==> config.mk <==
export PLATFORM = sky130hd
export DESIGN_NAME = psimd_alu
export DESIGN_NICKNAME = d
export VERILOG_FILES = /design/src/rtl/psimd_pkg.sv /design/src/rtl/psimd_addsub.sv /design/src/rtl/psimd_logic.sv /design/src/rtl/psimd_cmp.sv /design/src/rtl/psimd_alu.sv
export SDC_FILE = /design/constraint.sdc
export NUM_CORES = 1
export LEC_CHECK = 0
export ABC_AREA = 1
export BUFFER_PORTS_ARGS = -buffer_cell sky130_fd_sc_hd__buf_2
export CAP_MARGIN = 5
export CORE_MARGIN = 8
export CORE_UTILIZATION = 45
export DETAILED_ROUTE_END_ITERATION = 16
export GPL_TIMING_DRIVEN = 0
export PLACE_DENSITY = 0.65
export SYNTH_ARGS = -nofsm -noshare
export SYNTH_HDL_FRONTEND = slang
export SYNTH_SLANG_ARGS = --single-unit
==> constraint.sdc <==
create_clock -name clk -period 14.1 [get_ports clk]
set_input_delay 0.705 -clock clk [delete_from_list [all_inputs] [get_ports clk]]
set_output_delay 0.705 -clock clk [all_outputs]
set_load 0.005 [all_outputs]
==> src/rtl/psimd_pkg.sv <==
package psimd_pkg;

   typedef enum logic [4:0] {
      OP_ADD  = 5'd0,
      OP_SUB  = 5'd1,
      OP_NOT  = 5'd2,
      OP_NOR  = 5'd3,
      OP_OR   = 5'd4,
      OP_XOR  = 5'd5,
      OP_AND  = 5'd6,
      OP_ORN  = 5'd7,
      OP_ANDN = 5'd8,
      OP_NAND = 5'd9,
      OP_XNOR = 5'd10,
      OP_ZERO = 5'd11,
      OP_ONES = 5'd12,
      OP_CGT  = 5'd13,
      OP_CEQ  = 5'd14,
      OP_CLE  = 5'd15,
      OP_CNE  = 5'd16
   } psimd_op_e;

   typedef enum logic [1:0] {
      PRED_GT = 2'd0,
      PRED_EQ = 2'd1,
      PRED_LE = 2'd2,
      PRED_NE = 2'd3
   } psimd_pred_e;

endpackage

==> src/rtl/psimd_addsub.sv <==
module psimd_addsub #(
   parameter int DW  = 64,
   parameter int SEG = 16
) (
   input  logic [DW-1:0] a,
   input  logic [DW-1:0] b,
   input  logic          sub,
   input  logic          lane32,
   output logic [DW-1:0] sum
);
   localparam int NSEG = DW / SEG;

   logic [NSEG-1:0] cy;   // carry out of each segment except the last

   for (genvar g = 0; g < NSEG; g++) begin : g_seg
      logic [SEG-1:0] a_s, bx_s;
      logic           cin;
      assign a_s  = a[g*SEG +: SEG];
      assign bx_s = sub ? ~b[g*SEG +: SEG] : b[g*SEG +: SEG];
      if (g % 2 == 1) begin : g_hi
         assign cin = lane32 ? cy[g-1] : sub;
      end else begin : g_lo
         assign cin = sub;
      end
      if (g < NSEG - 1) begin : g_chain
         logic [SEG:0] ext;
         assign ext = {1'b0, a_s} + {1'b0, bx_s} + {{SEG{1'b0}}, cin};
         assign sum[g*SEG +: SEG] = ext[SEG-1:0];
         assign cy[g] = ext[SEG];
      end else begin : g_last
         assign sum[g*SEG +: SEG] = a_s + bx_s + {{(SEG-1){1'b0}}, cin};
         assign cy[g] = 1'b0;
      end
   end

   // Lowest lane never sees a carry-in on add
   always_comb begin
      if (!sub)
         p_seg0_add_r2: assert (sum[SEG-1:0] == SEG'(a[SEG-1:0] + b[SEG-1:0]));
   end

endmodule

==> src/rtl/psimd_logic.sv <==
module psimd_logic #(
   parameter int DW = 64
) (
   input  psimd_pkg::psimd_op_e op,
   input  logic [DW-1:0]        a,
   input  logic [DW-1:0]        b,
   output logic [DW-1:0]        y
);
   import psimd_pkg::*;

   always_comb begin
      case (op)
         OP_NOT:  y = ~b;
         OP_NOR:  y = ~(a | b);
         OP_OR:   y = a | b;
         OP_XOR:  y = a ^ b;
         OP_AND:  y = a & b;
         OP_ORN:  y = a | ~b;
         OP_ANDN: y = a & ~b;
         OP_NAND: y = ~(a & b);
         OP_XNOR: y = ~(a ^ b);
         OP_ONES: y = '1;
         default: y = '0;
      endcase
   end

endmodule

==> src/rtl/psimd_cmp.sv <==
module psimd_cmp #(
   parameter int DW  = 64,
   parameter int SEG = 16
) (
   input  logic [DW-1:0]          a,
   input  logic [DW-1:0]          b,
   input  psimd_pkg::psimd_pred_e pred,
   input  logic                   lane32,
   input  logic                   wide,
   output logic [DW/SEG-1:0]      mask
);
   import psimd_pkg::*;

   localparam int NSEG  = DW / SEG;
   localparam int NPAIR = NSEG / 2;

   logic [NSEG-1:0]  eq_s, ugt_s, sgt_s, hit_s;
   logic [NPAIR-1:0] eq_p, sgt_p, hit_p;

   function automatic logic apply(input psimd_pred_e p, input logic gt, input logic eq);
      case (p)
         PRED_GT: apply = gt;
         PRED_EQ: apply = eq;
         PRED_LE: apply = !gt;
         default: apply = !eq;
      endcase
   endfunction

   for (genvar g = 0; g < NSEG; g++) begin : g_seg
      logic [SEG-1:0] as, bs;
      assign as       = a[g*SEG +: SEG];
      assign bs       = b[g*SEG +: SEG];
      assign eq_s[g]  = (as == bs);
      assign ugt_s[g] = (as > bs);
      assign sgt_s[g] = ($signed(as) > $signed(bs));
      assign hit_s[g] = apply(pred, sgt_s[g], eq_s[g]) && (wide || g < NSEG/2);
   end

   for (genvar p = 0; p < NPAIR; p++) begin : g_pair
      assign eq_p[p]  = eq_s[2*p+1] & eq_s[2*p];
      assign sgt_p[p] = sgt_s[2*p+1] | (eq_s[2*p+1] & ugt_s[2*p]);
      assign hit_p[p] = apply(pred, sgt_p[p], eq_p[p]) && (wide || p < NPAIR/2);
   end

   always_comb begin
      mask = '0;
      if (lane32) mask[NPAIR-1:0] = hit_p;
      else        mask = hit_s;
   end

endmodule

==> src/rtl/psimd_alu.sv <==
module psimd_alu #(
   parameter int DW  = 64,
   parameter int SEG = 16
) (
   input  logic          clk,
   input  logic          rst_n,
   input  logic          in_valid,
   input  logic [4:0]    opcode,
   input  logic          lane32,
   input  logic          wide,
   input  logic [DW-1:0] src_a,
   input  logic [DW-1:0] src_b,
   output logic          out_valid,
   output logic [DW-1:0] result
);
   import psimd_pkg::*;

   localparam int HW   = DW / 2;
   localparam int NSEG = DW / SEG;

   if (DW % (4 * SEG) != 0) begin : g_bad_width
      $error("psimd_alu: DW must be a multiple of 4*SEG");
   end
   if (SEG < 2) begin : g_bad_seg
      $error("psimd_alu: SEG must be at least 2");
   end

   psimd_op_e   op;
   psimd_pred_e pred;
   logic        is_arith, is_cmp, is_logic;
   logic [DW-1:0]   sum, lres, nxt, wmask;
   logic [NSEG-1:0] cmask;

   assign op       = psimd_op_e'(opcode);
   assign is_arith = (opcode == OP_ADD) || (opcode == OP_SUB);
   assign is_cmp   = (opcode >= OP_CGT) && (opcode <= OP_CNE);
   assign is_logic = (opcode >= OP_NOT) && (opcode <= OP_ONES);
   assign pred     = psimd_pred_e'(opcode - OP_CGT);
   assign wmask    = wide ? {DW{1'b1}} : {{HW{1'b0}}, {HW{1'b1}}};

   psimd_addsub #(.DW(DW), .SEG(SEG)) u_addsub (
      .a(src_a), .b(src_b), .sub(opcode == OP_SUB), .lane32(lane32), .sum(sum)
   );

   psimd_logic #(.DW(DW)) u_logic (
      .op(op), .a(src_a), .b(src_b), .y(lres)
   );

   psimd_cmp #(.DW(DW), .SEG(SEG)) u_cmp (
      .a(src_a), .b(src_b), .pred(pred), .lane32(lane32), .wide(wide), .mask(cmask)
   );

   always_comb begin
      if (is_arith)      nxt = sum & wmask;
      else if (is_logic) nxt = lres & wmask;
      else if (is_cmp)   nxt = {{(DW-NSEG){1'b0}}, cmask};
      else               nxt = '0;
   end

   always_ff @(posedge clk) begin
      if (!rst_n) begin
         out_valid <= 1'b0;
         result    <= '0;
      end else begin
         out_valid <= in_valid;
         if (in_valid) result <= nxt;
      end
   end

   p_valid_rise_r8: assert property (@(posedge clk) disable iff (!rst_n)
      in_valid |=> out_valid);
   p_valid_fall_r8: assert property (@(posedge clk) disable iff (!rst_n)
      !in_valid |=> !out_valid);
   p_hold_r8: assert property (@(posedge clk) disable iff (!rst_n)
      !in_valid |=> $stable(result));
   p_narrow_upper_r7: assert property (@(posedge clk) disable iff (!rst_n)
      (in_valid && !wide) |=> (result[DW-1:HW] == '0));
   p_cmp_upper_r6: assert property (@(posedge clk) disable iff (!rst_n)
      (in_valid && is_cmp) |=> (result[DW-1:NSEG] == '0));
   p_fill_ones_r5: assert property (@(posedge clk) disable iff (!rst_n)
      (in_valid && wide && opcode == OP_ONES) |=> (&result));

endmodule

== Word level (Yosys, flattened, before mapping) ==
Cells that the tools add are included.

* Shift operators: 0
* Divide/modulo/power cells: 0
* Multiply operators: 0
* Reductions and logical operators: 20
* Magnitude comparators: 10
* Bitwise gates (word level): 21
* Muxes and demuxes: 19
* Add/subtract/negate cells: 9
* Eq/ne operators: 17

{| class="wikitable"
|+ Operators by type and width
! kind !! count
|-
| $pmux W64 S10 || 1
|-
| $and A64 B64 Y64 || 4
|-
| $not A64 Y64 || 4
|-
| $mux W64 || 3
|-
| $or A64 B64 Y64 || 2
|-
| $gt A16 B16 Y1 || 6
|-
| $eq A16 B16 Y1 || 4
|-
| $mux W16 || 4
|-
| $not A16 Y16 || 4
|-
| $xor A64 B64 Y64 || 1
|-
| $add A16 B16 Y17 || 2
|-
| $add A17 B1 Y17 || 2
|-
| $add A16 B1 Y16 || 2
|-
| $add A16 B16 Y16 || 2
|-
| $eq A5 B3 Y1 const B || 4
|-
| $eq A5 B4 Y1 const B || 4
|-
| $pmux W1 S3 || 6
|-
| $logic_not A1 Y1 || 12
|-
| $eq A5 B2 Y1 const B || 2
|-
| $eq A5 B1 Y1 const B || 1
|-
| $ge A5 B2 Y1 const B || 1
|-
| $ge A5 B4 Y1 const B || 1
|-
| $le A5 B4 Y1 const B || 1
|-
| $le A5 B5 Y1 const B || 1
|-
| other kinds (12) || 22
|}

* Latch bits: 0
* Memories kept: 0
* Bits in read-only memories: 0
* Register bits after elaboration: 65
* Bits in writable memories: 0
* Bits of input ports: 138

== Longest topological paths before layout ==
Gate-level depths: netlist of the first run.

* Word-level depth: 10
* Depth in mapped cells: 36

== Modules after synthesis ==
From an unflattened synthesis of the first run, not the netlist that was laid out.

* Cells, all modules: 3400
* Area, all modules: 19271.0 um2

{| class="wikitable"
|+ By module, submodules not included
! module !! instances !! cells an instance !! area an instance (um2)
|-
| psimd_logic || 1 || 1847 || 9922.0
|-
| psimd_addsub || 1 || 706 || 4005.1
|-
| psimd_alu || 1 || 503 || 3283.1
|-
| psimd_cmp || 1 || 344 || 2060.7
|}

== Least setup slack after synthesis of the first run ==
No wires, ideal clock.

* Path type: input port to flip-flop
* Start: input port opcode[1]
* End: register result[60]
* Setup time: 109 ps
* Path slack: 9165 ps
* Arrival time: 4827 ps
* Stages: 35
* Data required time: 13991 ps
* Cells stage by stage: buf_6 > nor2_8 > nand3_2 > buf_6 > buf_2 > xor2_1 > inv_1 > ha_1 > a21oi_1 > o21ai_1 > nand2_1 > nand2_1 > nand2_1 > nand2_1 > a21oi_1 > inv_1 > nand2_1 > inv_1 > o21ai_1 > o21ai_0 > o21ai_0 > fa_1 > fa_1 > inv_1 > a21oi_1 > o21ai_0 > inv_1 > nor2_1 > nor2_1 > o21ai_0 > nand2_1 > nand2_1 > o21ai_0 > nand2_1 > inv_1

* Word-level cells in the longest chain between the ends: 8
* Elaborated cells between the ends (all ways): 28

{| class="wikitable"
|+ RTL lines
! what !! RTL line !! text
|-
| start, declared || psimd_alu.sv:8 || <nowiki>input logic [4:0] opcode,</nowiki>
|-
| $eq A5 B1 Y1 || psimd_alu.sv:35, psimd_alu.sv:42 ||
|-
| $mux W16 || psimd_addsub.sv:19 || <nowiki>assign bx_s = sub ? ~b[g*SEG +: SEG] : b[g*SEG +: SEG];</nowiki>
|-
| $add A16 B16 Y17 || psimd_addsub.sv:27 || <nowiki>assign ext = {1'b0, a_s} + {1'b0, bx_s} + {{SEG{1'b0}}, cin};</nowiki>
|-
| $add A17 B1 Y17 || psimd_addsub.sv:27 ||
|-
| $mux W1 || psimd_addsub.sv:21 || <nowiki>assign cin = lane32 ? cy[g-1] : sub;</nowiki>
|-
| $add A16 B1 Y16 || psimd_addsub.sv:31 || <nowiki>assign sum[g*SEG +: SEG] = a_s + bx_s + {{(SEG-1){1'b0}}, cin};</nowiki>
|-
| $and A64 B64 Y64 || psimd_alu.sv:54 || <nowiki>if (is_arith) nxt = sum & wmask;</nowiki>
|-
| $mux W64 * || psimd_alu.sv:54 ||
|-
| end signal, assigned || psimd_alu.sv:66 || <nowiki>if (in_valid) result <= nxt;</nowiki>
|-
| end, declared || psimd_alu.sv:14 || <nowiki>output logic [DW-1:0] result</nowiki>
|}

Mark *: on every way between the ends. The rest lies on a longest branch, timed or not.
A chain may end at the register's enable or synchronous reset.

== Worst setup path in the final report of the first run ==
* Start: input port opcode[4]
* End: register result[60]

Same word-level chain as after synthesis.

==> flow_summary.toml, run 1 <==
[worst_setup_path]
startpoint_type = "input port"
critPathArrivalTime_ps = 6940
cp.required_ps = 14440
crit_fanout = 10
slowest_stage = "o21ai_0"
slowest_delay_ps = 580
cp-end-kind = "register"
path_class = "input port to register"

[sta]
setup_tns_ps = 0
max_slew.worst_pin.slew_ps = 1380
period_share_pct = 46.8
layout_setup_ws_ps = 7500
period_needed_ps = 6600
rsz0062_at_grt = "false"
fmax_ghz = 0.152
drv_slew = 0
fin_worst_skew_ps = 0
slew_headroom_pct = 7.73
hold_violations = 0
finalSetupViolCount = 0

[logic_synthesis]
async_flop_share_pct = 0
synth.distinct_cells = 62
synthesis.nets = 2584
synth_flop_cell = "dfxtp_1"
ys_ff_latch = 65
ys_warn_count = 0
ys_seq_area_share_pct = 9.10
synth_cells = 2126
syn_avg_cell_area_um2 = 6.73
synth_area_um2 = 14300
synth-edff-count = 0
yosys.area.top_type = "ha_1"
synthTopCellsByArea = "ha_1, dfxtp_1, inv_1"
yosysTopAreaCellShare_pct = 27.5

[floorplanning]
ios = 203
rows = 65
core-area_um2 = 31400
initial_core_util_pct = 45.6
die_area_um2 = 37700
die_width_um = 194
die_h_um = 194

[power]
comb_power_share_pct = 47.8
p_switching_w = 0.000407
peakVddDrop_mv = 0.0589
p_total_w = 0.000906
cellLeakagePower_nw = 8.37
p_per_area_nw_per_um2 = 56.2
pwr-share-seq_pct = 21.9
p_int_w = 0.000499
switching_share_pct = 45.0
clockPowerShare_pct = 30.3

[cells_and_area]
drive_gt1_share_pct = 13.7
seq_area_um2 = 1300
final_common_cell = "inv_1"
nNetsFinal = 2795
nFillCells = 3316
multi_input_area_um2 = 11300
final_util_pct = 51.4
mostFrequentLayoutCells = "inv_1, nand2_1, ha_1"
fin_cells = 2746
area_delta_synth_final_pct = 12.8

[detailed_routing]
first_pass_iters = 7
drt_iter0_drc = 1910
routed_wl_um = 68700
drt-vias-per-instance = 6.10
wl_per_cell_um = 25.0
vias = 16746
ant_nets = 0
drc = 0

[clock_tree]
ctsHoldBuffers = 0
clkLatencyLatePin_ps = 390
clk_pin_slew_ps = 70
root_buffer = "clkbuf_16"
htreeDepth = 3
post-cts-setup-buffers = 0
post_cts_resized = 0
cts_buffer_depth = 2
numClockSinks = 65
cts_tree = "yes"
numCtsBuffers = 9

[grt]
grt_max_degree = 13
grt_pass1_vias = 16220
overflow = 0
grt_pass1_wl_um = 99700
antenna_found_initial = 5
grt_use_total_pct = 34.9

[placement]
io_buffers = 200
gp_congestion = 1.02
placed_cells = 2728
dp_hpwl_um = 51700
pre_cts_slack_ps = 7360

[run]
drv_cap = 0

[run_status]
status = "finished, final reports clean"

[hold_path]
hold_class = "register to register"
[kinds of logic (layout without fill, tap and decap cells)]
logic type / count (synthesis) / after routing / synth area share, %
other: 0 / 2 / 0
buffers and inverters: 425 / 641 / 12.0
adders and majority gates: 320 / 320 / 28.3
AOI/OAI and AO/OA: 643 / 643 / 27.8
and+or+nand+nor: 586 / 586 / 17.5
xor gates and xnor gates: 87 / 87 / 5.33
DFF: 65 / 65 / 9.10
[cells in the mapped netlist, types with 11 or more instances]
library cell / count
a21oi_1: 197
o22ai_1: 54
a221oi_1: 62
o211ai_1: 12
dfxtp_1: 65
inv_1: 318
a211oi_1: 22
nand3_1: 47
clkbuf_1: 35
buf_2: 41
buf_4: 11
o2111ai_1: 32
o21ai_0: 185
nand2_1: 316
nor2_1: 145
xor2_1: 74
nor4_1: 11
ha_1: 314
inv_2: 11
nand4_1: 16
o21ai_1: 13
xnor2_1: 13
nor3_1: 18
[stage by stage]
step | area (µm²) | hold WS (ps)
2_1_floorplan | 14300 | 462
3_3_place_gp | 15800 | 450
3_5_place_dp | 15800 | 454
4_1_cts | 16100 | 464
5_1_grt | 16100 | 477
6_report | 16100 | 461
[path summary, 6_finish.rpt]
path / startpoint / end / slack (ps) / depth (start not counted)
max: opcode[4] / result[60]$_SDFFE_PN0P_ / 7500 / 34
min: result[16]$_SDFFE_PN0P_ / result[16]$_SDFFE_PN0P_ / 460 / 2
max reg2reg: result[4]$_SDFFE_PN0P_ / result[4]$_SDFFE_PN0P_ / 13360 / 2
min reg2reg: result[16]$_SDFFE_PN0P_ / result[16]$_SDFFE_PN0P_ / 460 / 2
[power by group through the flow]
stage          sequential [W]  clock, W  combinational (W)
3_3_place_gp         0.000202         0           0.000413
3_5_place_dp         0.000203         0           0.000419
2_1_floorplan        0.000203         0           0.000267
4_1_cts              0.000199  0.000274           0.000422
5_1_grt              0.000200  0.000279           0.000476
6_report             0.000199  0.000275           0.000433
[sequential cells by signal, indices dropped and copies added (netlist names)]
signal,cells
result,64
out_valid,1
[metal layers]
layer,vias to the layer above,GRT usage (%),routed length (µm)
met5,-,0,34
met4,4,21.1,4620
met1,7815,42.5,27100
met3,252,7.90,7230
met2,961,55.3,29700
li1,7714,-,-
[critical path, delay by kind of cell]
kind / cells / cell delay [ps]
adder cells (fa/ha/maj): 3 / 1340
AND/OR/NAND/NOR: 11 / 990
XOR/XNOR: 1 / 170
AO/OA/AOI/OAI: 10 / 2530
buffers and inverters: 9 / 1180
[area by class of cell]
cell class                 count  area share, %
timing repair buffer         200           6.21
clock inverter                 7          0.590
multi-input combinational   1636           70.0
buffer                        95           2.92
clock buffer                   9           1.40
sequential                    65           8.07
antenna                        2         0.0310
inverter                     330           7.68
tap                          402           3.12
No activity file was read; power rests on OpenSTA's default activity.
==> run 2: changes to the inputs <==
--- a/config.mk
+++ b/config.mk
@@ -5,7 +5,7 @@
 export SDC_FILE = /design/constraint.sdc
 export NUM_CORES = 1
 export LEC_CHECK = 0
-export ABC_AREA = 1
+export ABC_AREA = 0
 export BUFFER_PORTS_ARGS = -buffer_cell sky130_fd_sc_hd__buf_2
 export CAP_MARGIN = 5
 export CORE_MARGIN = 8
==> constraint.sdc (replaced) <==
create_clock -name clk -period 6.87 [get_ports clk]
set_input_delay 0.3435 -clock clk [delete_from_list [all_inputs] [get_ports clk]]
set_output_delay 0.3435 -clock clk [all_outputs]
set_load 0.005 [all_outputs]
==> run 2 against run 1 <==
Net effect:
- combinational power up 120%
- via count fell by 4.5%
- largest cell class unchanged
- routed wire length fell by 10%
- utilization grew 0.27 points
- first-iteration DRC count is 11% lower
- synthesized area is 2.8% lower
- synthesized cell count fell by 7.8%
- sequential power is 110% higher
- count of clock-buffer cells in the layout is the same
- clock power grew 92%
- cell area fell by 2.3%
- sequential cell count did not move
- highest routed layer unchanged
==> flow_summary.toml, run 2 <==
[run_status]
status = "finished, final reports clean"

[logic_synthesis]
synth_commonest_cells = "ha_1, o21ai_0, nand2_1"
yosysMostFrequentCell = "ha_1"
syn_avg_cell_area_um2 = 7.09
synthXorXnorAreaFrac_pct = 6.74
synth-edff-count = 0
synth_cells = 1961
ys_ff_latch = 65
synth_area_um2 = 13900
synthTopCellsByArea = "ha_1, dfxtp_1, o21ai_0"
synth_compound_area_share_pct = 27.0
yosys.area.top_type = "ha_1"
yosysTopAreaCellShare_pct = 28.3
ys_warn_count = 0
ys_seq_area_share_pct = 9.36
synthesis.nets = 2419
synth_flop_cell = "dfxtp_1"
synth_top_family_by_area = "adder cells"
async_flop_share_pct = 0
synth.distinct_cells = 70
synth_fa_ha_area_share_pct = 29.1
synth-simple-area-share_pct = 20.0
synth_mux_area_share_pct = 0.450

[hold_path]
worstHoldStart = "src_b[3]"
min_path_cells = 4
hold_class = "input port to register"

[worst_setup_path]
cp.required_ps = 7100
slowest_delay_ps = 430
startpoint_type = "input port"
cp_top_family = "compound AO/OA/AOI/OAI gates"
critPathArrivalTime_ps = 6780
cp-endpoint = "result[60]$_SDFFE_PN0P_"
slowest_stage = "fa_1"
startpoint = "opcode[4]"
crit_fanout = 10
path_class = "input port to register"
reg2reg_slack_ps = 5920
cp.depth = 27
crit_buf_inv = 3
cp-end-kind = "register"
reg2reg_depth = 4
r2r_end = "result[58]$_SDFFE_PN0P_"
reg2reg_from = "result[58]$_SDFFE_PN0P_"

[cells_and_area]
area_delta_synth_final_pct = 13.4
final_common_cell = "ha_1"
top_register = "result"
largestRegisters = "result: 64 flops, out_valid: 1 flops"
mostFrequentLayoutCells = "ha_1, o21ai_0, nand2_1"
largest_reg_flops = 64
final_cell_area_um2 = 15800
nNetsFinal = 2630
num_antenna_cells = 0
drive_gt1_share_pct = 11.2

[sta]
max_slew.worst_pin.slew_ps = 1130
fmax_ghz = 0.153
fin_worst_skew_ps = 0
layout_setup_ws_ps = 316
slew_headroom_pct = 24.1
setup_tns_ps = 0
period_share_pct = 95.4
hold_violations = 0
period_needed_ps = 6550
finalHoldWorstSlack_ps = 406
drv_slew = 0
finalSetupViolCount = 0

[floorplanning]
die_width_um = 192
core-area_um2 = 30500
rows = 64
die_area_um2 = 36800
initial_core_util_pct = 45.5
die_h_um = 192
ios = 203

[grt]
antenna_found_initial = 4
overflow = 0
grt_pass1_vias = 15244
grt_pass1_wl_um = 90800
grt_max_degree = 14
grt_use_total_pct = 32.5

[clock_tree]
root_buffer = "clkbuf_16"
htreeDepth = 3
numClockSinks = 65
cts_tree = "yes"
numCtsBuffers = 9
clk_pin_slew_ps = 80
clkLatencyLatePin_ps = 360
cts_buffer_depth = 2

[placement]
gp_congestion = 1.01
io_buffers = 197
pre_cts_slack_ps = -1110
place_area_um2 = 15400
dp_hpwl_um = 47100

[detailed_routing]
ant_nets = 0
routed_wl_um = 61600
first_pass_iters = 6
drt_iter0_drc = 1707
vias = 15986
wl_per_cell_um = 23.9
drc = 0
drt-vias-per-instance = 6.21

[run]
drv_cap = 0

[power]
p_per_area_nw_per_um2 = 121
cellLeakagePower_nw = 7.58
peakVddDrop_mv = 0.116
-- run 2: cell count changes after synthesis, sizes merged, moves of 56 or more --
cell and delta:
a21oi -86, nand2 -116, xnor2 +84, inv -158, xor2 -64, a221oi -56
-- run 2: where the power goes --
part / leakage, nW / switching [W] / internal (W) / total (W)
clock network: 0.146 / 0.000243 / 0.000285 / 0.000528
logic: 6.90 / 0.000587 / 0.000373 / 0.000960
registers: 0.536 / 0.0000186 / 0.000406 / 0.000424
-- run 2: worst reg2reg max path, cell delays in order (launching register included) --
cell and delay, ps:
dfxtp_1 400, inv_1 50, o21ai_0 150, nand2_1 90, a31oi_1 190
-- run 2: layout make-up --
type | instances | area [µm²]
Buffer | 98 | 387
Clock buffer | 9 | 225
Clock inverter | 7 | 77.6
Fill cell | 3035 | 14800
Inverter | 171 | 642
Multi-Input combinational cell | 1627 | 11600
Sequential cell | 65 | 1300
Tap cell | 396 | 495
Timing Repair Buffer | 200 | 1020
-- run 2: routing by layer --
layer | wire [µm] | GRT usage [%]
met5 | 42 | 0
met4 | 3890 | 19.7
met3 | 6910 | 7.63
met2 | 26100 | 49.9
met1 | 24600 | 40.7
-- run 2: kinds of logic (layout without fill, tap and decap cells) --
| group | after synthesis | count (layout) |
|---|---|---|
| AOI/OAI and AO/OA | 597 | 597 |
| buffers and inverters | 269 | 485 |
| xor gates and xnor gates | 107 | 107 |
| and+or+nand+nor | 597 | 597 |
| DFF | 65 | 65 |
| adders and majority gates | 320 | 320 |
| muxes | 6 | 6 |
-- run 2: worst min path at each step --
stage / endpoint / slack [ps]
5_1_grt: result[3]$_SDFFE_PN0P_ / 450
4_1_cts: result[3]$_SDFFE_PN0P_ / 400
6_report: result[3]$_SDFFE_PN0P_ / 410
3_3_place_gp: result[0]$_SDFFE_PN0P_ / 430
2_1_floorplan: result[0]$_SDFFE_PN0P_ / 450
3_5_place_dp: result[0]$_SDFFE_PN0P_ / 440
-- run 2: through the flow --
stage          util [%]  instances  total power (W)
2_1_floorplan         -       1961          0.00104
3_5_place_dp       50.4       2555          0.00136
6_report           51.6       2573          0.00191
3_3_place_gp       50.4       2554          0.00134
4_1_cts            51.5       2571          0.00189
5_1_grt            51.6       2573          0.00202
-- run 2: what timing repair did --
action / 4_1_cts / 5_1_grt
gates cloned: 0 / 0
setup buffers: 0 / 2
pin swaps: 0 / 1
setup endpoints to repair: 8 / 12
gates resized for setup: 7 / 7
hold buffers: 0 / 0
==> run 3: changes to the inputs <==
--- a/config.mk
+++ b/config.mk
@@ -8,11 +8,13 @@
 export ABC_AREA = 0
 export BUFFER_PORTS_ARGS = -buffer_cell sky130_fd_sc_hd__buf_2
 export CAP_MARGIN = 5
+export CELL_PAD_IN_SITES_DETAIL_PLACEMENT = 1
+export CELL_PAD_IN_SITES_GLOBAL_PLACEMENT = 1
 export CORE_MARGIN = 8
-export CORE_UTILIZATION = 45
+export CORE_UTILIZATION = 43
 export DETAILED_ROUTE_END_ITERATION = 16
 export GPL_TIMING_DRIVEN = 0
-export PLACE_DENSITY = 0.65
+export PLACE_DENSITY_LB_ADDON = 0.1
 export SYNTH_ARGS = -nofsm -noshare
 export SYNTH_HDL_FRONTEND = slang
 export SYNTH_SLANG_ARGS = --single-unit
==> run 3 against run 2 <==
Net effect:
- fmax fell by 2.9%
- highest routed layer unchanged
- worst setup slack got worse by 200 ps
- largest power group unchanged
- utilization fell by 2.7 points
- register-to-register slack got worse by 30 ps
- clock skew did not move
==> flow_summary.toml, run 3 (synthesis results as in run 2) <==
[sta]
hold_violations = 0
slew_headroom_pct = 20.9
rsz0062_at_grt = "false"
finalSetupViolCount = 0
max_slew.worst_pin.slew_ps = 1190
setup_tns_ps = 0
layout_setup_ws_ps = 120
period_share_pct = 98.2
fin_worst_skew_ps = 0
period_needed_ps = 6750
drv_slew = 0
fmax_ghz = 0.148

[detailed_routing]
vias = 16199
routed_wl_um = 68500
wl_per_cell_um = 26.5
first_pass_iters = 6
drt-vias-per-instance = 6.26
ant_nets = 0
drt_iter0_drc = 1284
drc = 0

[power]
cellLeakagePower_nw = 7.58
p_per_area_nw_per_um2 = 124
peakVddDrop_mv = 0.125

[run]
drv_cap = 0

[clock_tree]
cts_buffer_depth = 2
cts_tree = "yes"
numClockSinks = 65
numCtsBuffers = 9
root_buffer = "clkbuf_16"
htreeDepth = 3
clkLatencyLatePin_ps = 380
clk_pin_slew_ps = 80

[hold_path]
hold_class = "input port to register"
min_path_cells = 4

[run_status]
status = "finished, final reports clean"

[worst_setup_path]
crit_fanout = 10
cp-end-kind = "register"
startpoint_type = "input port"
critPathArrivalTime_ps = 6980
path_class = "input port to register"
reg2reg_depth = 3
cp.required_ps = 7100

[floorplanning]
core-area_um2 = 32200
ios = 203
die_area_um2 = 38300
die_h_um = 196
initial_core_util_pct = 43.1
rows = 66
die_width_um = 196

[grt]
grt.busiest_layer = "met2"
grt_pass1_wl_um = 101000
grt_max_degree = 12
antenna_found_initial = 3
grt_use_total_pct = 34.4
overflow = 0
grtUsageMet1_pct = 41.3
grt_use_met2_pct = 56.9
grt_pass1_vias = 16774
use_met3_pct = 6.75

[cells_and_area]
fin_cells = 2586
final_common_cell = "ha_1"
top_register = "result"
area_delta_synth_final_pct = 13.6
largest_reg_flops = 64
final_util_pct = 49.0
mostFrequentLayoutCells = "ha_1, o21ai_0, buf_2, nand2_1, inv_1"
drive_gt1_share_pct = 11.1
nNetsFinal = 2630
largestRegisters = "result: 64 flops, out_valid: 1 flops"

[placement]
gp_congestion = 0.989
dp_hpwl_um = 52700
placed_cells = 2567
pre_cts_slack_ps = -1680
io_buffers = 197
==> run 3: final timing paths <==
kind,start,to,slack [ps]
max,opcode[4],result[60]$_SDFFE_PN0P_,120
min reg2reg,result[44]$_SDFFE_PN0P_,result[44]$_SDFFE_PN0P_,450
min,src_b[3],result[3]$_SDFFE_PN0P_,410
max reg2reg,result[45]$_SDFFE_PN0P_,result[45]$_SDFFE_PN0P_,5890
==> run 3: report_power, final <==
part / switching [W] / total [W] / internal (W)
sequential: 0.0000189 / 0.000424 / 0.000406
clock: 0.000245 / 0.000545 / 0.000300
combinational: 0.000616 / 0.000992 / 0.000376
==> run 3: final cells by class <==
| class | instances | area (µm²) |
|---|---|---|
| inverters | 171 | 642 |
| clock inverters | 4 | 52.6 |
| plain buffers | 96 | 374 |
| multi-input cells | 1627 | 11600 |
| repair buffers | 202 | 1040 |
| well taps | 408 | 510 |
| diodes | 2 | 5.00 |
| fillers | 4257 | 16400 |
| clock buffers | 11 | 253 |
| flip-flops and latches | 65 | 1300 |
==> run 3: critical path, stage by stage <==
cell and delay, ps:
buf_2 160, or3b_1 350, buf_2 220, nor2_4 220, buf_4 310, xnor2_1 150
fa_1 450, a21o_1 190, a21o_1 220, a21oi_1 350, o211ai_1 240, a41oi_2 300
nor2b_1 90, o21ai_0 160, nand3b_1 100, o21ai_0 310, fa_1 390, fa_1 260
nor2b_1 60, o21ai_0 270, a21boi_0 200, o21ai_1 320, a211oi_1 190, o32ai_2 450
xnor2_1 180, a31oi_1 390, a21oi_1 120
==> run 3: layer usage <==
layer / share of wire [%] / vias up
met2: 46 / 715
li1: - / 7354
met4: 5.6 / 2
met5: 0.016 / -
met3: 7.6 / 215
met1: 41 / 7913
==> run 3: metrics by stage <==
stage               total power [W]  hold slack (ps)  instance area (µm²)
CTS                         0.00194              404                15800
finish                      0.00196              405                15800
global placement            0.00136              432                15400
floorplan                   0.00104              451                13900
global route                0.00206              444                15800
detailed placement          0.00139              439                15400
==> run 3: repair_timing <==
| action | 4_1_cts | 5_1_grt |
|---|---|---|
| pin swaps | 1 | 1 |
| resized for setup | 8 | 3 |
| hold buffers | 0 | 0 |
| endpoints found under the setup margin | 14 | 6 |
| setup buffers | 3 | 0 |
